`src/rtl/osc_pd_pkg.sv`:
```
package osc_pd_pkg;

    localparam int STAT_W = 8;
    localparam logic [1:0] GAP_MIN = 2'd2;

    typedef struct packed {
        logic osc_off;
        logic slow_sel;
    } pwr_fields_t;

    typedef enum logic [1:0] {
        WR_OK      = 2'd0,
        WR_REJ_CLR = 2'd1,
        WR_REJ_SET = 2'd2
    } wr_verdict_t;

    typedef struct packed {
        logic        halt;
        logic        short_rst;
        logic        expired;
        logic        clk_sel;
        logic        err;
        pwr_fields_t f;
    } status_t;

    function automatic wr_verdict_t judge(
        input pwr_fields_t cur,
        input pwr_fields_t nxt,
        input logic [1:0]  gap,
        input logic        stale,
        input logic        expired
    );
        if (cur.slow_sel && !nxt.slow_sel && (cur.osc_off || (stale && !expired)))
            return WR_REJ_CLR;
        if (!cur.osc_off && nxt.osc_off && nxt.slow_sel && (!cur.slow_sel || gap < GAP_MIN))
            return WR_REJ_SET;
        return WR_OK;
    endfunction

    function automatic logic [STAT_W-1:0] pack_status(input status_t s);
        return {1'b0, s};
    endfunction

endpackage

```
`src/rtl/osc_pd_rst_mon.sv`:
```
module osc_pd_rst_mon #(
    parameter int MIN_LOW = 4000
) (
    input  logic clk,
    input  logic rst,
    input  logic pin_rst_n,
    output logic core_rst_hold,
    output logic short_rst
);
    localparam int LW = $clog2(MIN_LOW + 2);

    logic          s1, s2;
    logic [LW-1:0] low_cnt;

    assign core_rst_hold = !s2;

    always_ff @(posedge clk) begin
        if (rst) begin
            s1        <= 1'b1;
            s2        <= 1'b1;
            low_cnt   <= '0;
            short_rst <= 1'b0;
        end else begin
            s1 <= pin_rst_n;
            s2 <= s1;
            if (!s2) begin
                if (low_cnt != LW'(MIN_LOW))
                    low_cnt <= low_cnt + LW'(1);
            end else begin
                low_cnt <= '0;
            end
            if (!s2 && s1 && (low_cnt < LW'(MIN_LOW - 1)))
                short_rst <= 1'b1;
        end
    end

endmodule

```
`src/rtl/osc_pd_timer.sv`:
```
module osc_pd_timer #(
    parameter int CNT_W = 16
) (
    input  logic             clk,
    input  logic             clr,
    input  logic             load,
    input  logic [CNT_W-1:0] load_val,
    input  logic             osc_off,
    input  logic             off_set,
    output logic             expired,
    output logic             stale
);
    logic [CNT_W-1:0] cnt;
    logic             armed;

    assign expired = armed && (cnt == '0);

    always_ff @(posedge clk) begin
        if (clr) begin
            cnt   <= '0;
            armed <= 1'b0;
            stale <= 1'b0;
        end else begin
            if (off_set) begin
                armed <= 1'b0;
            end else if (load) begin
                cnt   <= load_val;
                armed <= 1'b1;
            end else if (!osc_off && cnt != '0) begin
                cnt <= cnt - CNT_W'(1);
            end
            if (off_set)
                stale <= 1'b1;
            else if (expired)
                stale <= 1'b0;
        end
    end

endmodule

```
`src/rtl/osc_pd_ctl.sv`:
```
module osc_pd_ctl
    import osc_pd_pkg::*;
(
    input  logic        clk,
    input  logic        clr,
    input  logic        pin_rst_n,
    input  logic        wr_en,
    input  pwr_fields_t wr_fields,
    input  logic        expired,
    input  logic        stale,
    output pwr_fields_t fields,
    output logic        clk_sel,
    output logic        err,
    output logic        halt,
    output logic        off_set
);
    logic        osc_off_q, slow_q;
    logic [1:0]  gap;
    logic        wr_live, acc;
    wr_verdict_t verdict;

    assign fields  = '{osc_off: osc_off_q, slow_sel: slow_q};
    assign verdict = judge(fields, wr_fields, gap, stale, expired);
    assign wr_live = wr_en && !halt;
    assign acc     = wr_live && (verdict == WR_OK);
    assign off_set = acc && !osc_off_q && wr_fields.osc_off;

    always_ff @(posedge clk or negedge pin_rst_n) begin
        if (!pin_rst_n)
            osc_off_q <= 1'b0;
        else if (clr)
            osc_off_q <= 1'b0;
        else if (acc)
            osc_off_q <= wr_fields.osc_off;
    end

    always_ff @(posedge clk) begin
        if (clr) begin
            slow_q  <= 1'b0;
            gap     <= 2'd0;
            clk_sel <= 1'b0;
            err     <= 1'b0;
            halt    <= 1'b0;
        end else begin
            if (acc)
                slow_q <= wr_fields.slow_sel;
            if (acc && !slow_q && wr_fields.slow_sel)
                gap <= 2'd0;
            else if (gap != 2'd3)
                gap <= gap + 2'd1;
            clk_sel <= slow_q;
            if (wr_live && verdict != WR_OK)
                err <= 1'b1;
            if (off_set && !wr_fields.slow_sel)
                halt <= 1'b1;
        end
    end

endmodule

```
`src/rtl/osc_pd_seq.sv`:
```
module osc_pd_seq
    import osc_pd_pkg::*;
#(
    parameter int CNT_W       = 16,
    parameter int REF_CLK_MHZ = 200,
    parameter int MIN_RST_US  = 20
) (
    input  logic              clk,
    input  logic              rst,
    input  logic              pin_rst_n,
    input  logic              wr_en,
    input  logic [1:0]        wr_data,
    input  logic              cnt_load,
    input  logic [CNT_W-1:0]  cnt_load_val,
    output logic [STAT_W-1:0] rd_data,
    output logic              clk_sel_slow,
    output logic              osc_pd,
    output logic              core_halt,
    output logic              core_rst_hold,
    output logic              cnt_expired
);
    localparam int MIN_LOW_CYC = REF_CLK_MHZ * MIN_RST_US;

    logic        clr, short_rst, err, stale, off_set;
    pwr_fields_t fields;
    status_t     st;

    assign clr = rst || core_rst_hold;

    osc_pd_rst_mon #(.MIN_LOW(MIN_LOW_CYC)) u_mon (
        .clk           (clk),
        .rst           (rst),
        .pin_rst_n     (pin_rst_n),
        .core_rst_hold (core_rst_hold),
        .short_rst     (short_rst)
    );

    osc_pd_ctl u_ctl (
        .clk       (clk),
        .clr       (clr),
        .pin_rst_n (pin_rst_n),
        .wr_en     (wr_en),
        .wr_fields (pwr_fields_t'(wr_data)),
        .expired   (cnt_expired),
        .stale     (stale),
        .fields    (fields),
        .clk_sel   (clk_sel_slow),
        .err       (err),
        .halt      (core_halt),
        .off_set   (off_set)
    );

    osc_pd_timer #(.CNT_W(CNT_W)) u_tmr (
        .clk      (clk),
        .clr      (clr),
        .load     (cnt_load && !core_halt),
        .load_val (cnt_load_val),
        .osc_off  (fields.osc_off),
        .off_set  (off_set),
        .expired  (cnt_expired),
        .stale    (stale)
    );

    assign osc_pd = fields.osc_off;

    always_comb begin
        st.halt      = core_halt;
        st.short_rst = short_rst;
        st.expired   = cnt_expired;
        st.clk_sel   = clk_sel_slow;
        st.err       = err;
        st.f         = fields;
        rd_data      = pack_status(st);
    end

endmodule

```
`config.mk`:
```
export PLATFORM = sky130hd
export DESIGN_NAME = osc_pd_seq
export DESIGN_NICKNAME = d
export VERILOG_FILES = /design/src/rtl/osc_pd_pkg.sv /design/src/rtl/osc_pd_rst_mon.sv /design/src/rtl/osc_pd_timer.sv /design/src/rtl/osc_pd_ctl.sv /design/src/rtl/osc_pd_seq.sv
export SDC_FILE = /design/constraint.sdc
export NUM_CORES = 1
export LEC_CHECK = 0
export CORE_MARGIN = 2
export CORE_UTILIZATION = 30
export CTS_BUF_LIST = sky130_fd_sc_hd__clkbuf_2 sky130_fd_sc_hd__clkbuf_4 sky130_fd_sc_hd__clkbuf_8
export DETAILED_ROUTE_END_ITERATION = 8
export PLACE_DENSITY = 0.61
export SYNTH_ARGS = -nofsm -noshare
export SYNTH_HDL_FRONTEND = slang
export SYNTH_SLANG_ARGS = --single-unit
```
`constraint.sdc`:
```
create_clock -name clk -period 2.2 [get_ports clk]
set_input_delay 0.44 -clock clk [delete_from_list [all_inputs] [get_ports clk]]
set_output_delay 0.44 -clock clk [all_outputs]
set_load 0.03 [all_outputs]
```
==> run metrics <==
status finished, violations left; violated checks setup timing; asr flop ratio synth under 10%; Power Total 0.00210 W; Worst Path Max Fanout 2; share of cells above drive strength 1 between 20% and 30%; Worst EP arrival 1.97 ns; Post-synth top flop dfxtp_1; FILL cells between 700 and 800; final worst setup slack -0.206 ns; critical path required time 1.76 ns; final wirelength between 5000 and 6000 um; WS Path Type flop to primary output; slowest CP cell or4_4; max cap viols 0; CP Buf/Inv Count 2; grt total ovfl 0; post-placement cell area between 2000 and 3000 sq um; post-synthesis instance total 268; Post-Syn Area around 2300 sq um; DRT iter0 DRCs approximately 110; clk slew on worst S/H paths roughly 0.090 ns; first-pass GRT wire length around 9600 um; Post-DP HPWL 4080 um; Hold Violations, Final 0; H-tree depth 2; number of flops mapped to enable cells by yosys 0; Yosys cell types 54; clk_skew ~0.0092 ns; clock latency on the worst-skew pair 0.30 ns; final worst path period need 2.41 ns; Diodes inserted 0; Mean Syn Cell Area ~8.5 sq um; RSZ-0062 raised after global routing true; cts hold-fix bufs 0; I/O Buffers 34; startpoint types flop; crit-path max cell delay between 0.5 and 0.6 ns; pwr/cell area around 660 nW/um^2; Global Route Usage Sum about 14%; vias in the first global route approximately 2100; die extent in x a little over 90 um; final antenna-violating net count 0; DRC 0; via count roughly 2200; CP most frequent cell or4_4; Post-Syn Nets ~300; pin count of the biggest net entering global routing 22; endpoints failing setup 18; Final Cycle Share 109%; Die Ht between 90 and 100 um; TritonCTS clock tree done; max frequency between 0.4 and 0.5 GHz; #FFs+latches synth 40; Final nets between 300 and 400; Pre-Repair DR Iteration Count 4; sequential area share after synthesis between 30% and 40%; drt via density just over 5; I/O Pins 36; Rows 31; initial antenna violation count 0; area of the core about 7300 sq um; worst-path cell chain or4_4, or4_4, clkinvlp_4, buf_6; Finished Cell Area 3180 sq um; HP Class input pin to async pin; maximum root-to-sink buffer count 2; Synthesis Warnings 0; CTS Root Cell clkbuf_8; clock sink count 40; Crit. End Element primary output; DIE AREA ~8300 sq um; Initial Util between 30% and 40%; Worst path top cell family by delay simple AND/OR/NAND/NOR gates; TritonCTS Buffers 5; RePlAce Congestion slightly below 0.8; Post-Route Setup TNS -1.08 ns; Max Transition Viols Final 0; routed length per instance between 10 and 15 um; area grow syn2layout 40.1%; Leak Pwr 1.16 nW; VDD IR max 366 uV
==> registers in the layout, indices dropped and copies added (netlist names) <==
register and count:
u_tmr.armed 1, u_ctl.halt 1, u_ctl.clk_sel 1, u_mon.s2 1, u_mon.s1 1, u_mon.low_cnt 12, u_tmr.stale 1, u_tmr.cnt 16
u_ctl.osc_off_q 1, u_ctl.err 1, u_mon.short_rst 1, u_ctl.slow_q 1, u_ctl.gap 2
==> final timing paths <==
path / start / end / slack [ns] / cells past startpoint
min reg2reg: u_mon.s1 / u_mon.s2 / 0.45 / 1
max reg2reg: u_tmr.cnt[4] / u_tmr.cnt[1] / -0.09 / 7
min: pin_rst_n / u_ctl.osc_off_q / 0.29 / 1
max in group asynchronous: pin_rst_n / u_ctl.osc_off_q / 1.80 / 1
max: u_tmr.cnt[4] / cnt_expired / -0.21 / 4
min in group clk: u_mon.s1 / u_mon.s2 / 0.45 / 1
==> power by group <==
group / internal, W / switching [W] / total (W)
clock network: 0.000254 / 0.000281 / 0.000535
registers: 0.000782 / 0.0000436 / 0.000826
logic: 0.000370 / 0.000373 / 0.000743
==> worst register-to-register path, cell delays in order, from the launching register on <==
cell	delay, ns
dfxtp_1	0.33
or4_4	0.54
or4_4	0.56
buf_6	0.15
a31o_4	0.23
o21ai_4	0.08
buf_12	0.16
mux2i_1	0.17
==> through the flow <==
| stage | setup slack, ns | instances | hold WS [ns] | utilization [%] |
|---|---|---|---|---|
| 3_5_place_dp | -0.0675 | 409 | 0.430 | 39.3 |
| 3_3_place_gp | -0.0281 | 409 | 0.427 | 39.3 |
| 5_1_grt | -0.265 | 424 | 0.276 | 43.6 |
| 6_report | -0.206 | 424 | 0.288 | 43.6 |
| 4_1_cts | -0.224 | 422 | 0.283 | 41.8 |
| 2_1_floorplan | -0.0705 | 268 | 0.144 | - |
==> cell type report <==
| class | instances | area (sq um) | area share [%] |
|---|---|---|---|
| Clock inverter | 2 | 15.0 | 0.472 |
| Tap cell | 99 | 124 | 3.90 |
| Multi-Input combinational cell | 194 | 1380 | 43.5 |
| Clock buffer | 6 | 82.6 | 2.60 |
| Sequential cell | 40 | 813 | 25.6 |
| Inverter | 11 | 45.0 | 1.42 |
| Timing Repair Buffer | 72 | 714 | 22.5 |
==> kinds of logic (layout without fill, tap and decap cells) <==
family | after synthesis | count (layout) | share of synthesized area [%]
compound gates | 78 | 78 | 25.5
xor+xnor | 11 | 11 | 4.25
flops | 40 | 40 | 35.5
simple gates | 95 | 95 | 21.7
other cells | 1 | 1 | 0.165
mux | 4 | 4 | 1.77
buf+inv | 34 | 91 | 8.27
fa+ha+maj | 5 | 5 | 2.76
==> cell usage after synthesis, types with 2 or more instances <==
master,number,share of area (%)
o31ai_1,13,4.3
a22oi_1,5,1.7
or2_2,3,0.83
mux2i_1,4,1.8
nor3_1,12,2.6
clkbuf_1,9,1.5
nand4_1,2,0.55
ha_1,5,2.8
nor2_1,32,5.3
or4_1,3,0.99
buf_6,2,0.99
or3_1,2,0.55
dfxtp_1,39,34
nor2b_1,2,0.55
nand2_1,11,1.8
o21a_1,2,0.66
nand3_1,8,1.8
and3_1,5,1.4
inv_1,11,1.8
xor2_1,7,2.7
a41oi_1,3,1.2
o211ai_1,13,4.3
nand2b_1,3,0.83
buf_1,2,0.33
o21ai_0,5,1.1
buf_4,9,3.0
nor4_1,2,0.55
a21oi_1,16,3.5
a32oi_1,2,0.77
xnor2_1,4,1.5
or4_4,2,0.99
a31oi_1,8,2.2
==> layer usage <==
metal | global-route usage, % | wire length, um | part of all wire, %
met5 | 0 | 0 | 0
met4 | 5.05 | 82 | 1.4
met3 | 2.82 | 279 | 4.7
met2 | 22.5 | 2800 | 47
met1 | 18.8 | 2730 | 46
==> cells in the final DEF (no fill, tap or decap), types with 3 or more instances in the layout <==
master / n
a21oi_1: 15
a22oi_1: 5
a31oi_1: 8
and3_1: 5
buf_12: 4
buf_4: 28
buf_6: 7
clkbuf_8: 6
clkdlybuf4s50_1: 32
clkinvlp_4: 3
dfxtp_1: 33
dfxtp_2: 6
ha_1: 4
inv_1: 8
mux2i_1: 4
nand2_1: 9
nand2b_1: 3
nand3_1: 7
nor2_1: 30
nor3_1: 10
o211ai_1: 13
o21ai_0: 4
o31ai_1: 11
or2_2: 3
or4_4: 3
xnor2_1: 4
xor2_1: 7
==> what timing repair did <==
action	in CTS	in global routing
endpoints found under the setup margin	18	24
pin swaps	1	16
resized for setup	16	19
cloned	0	1
buffers inserted	5	2
Power figures use the tool's default switching activity.
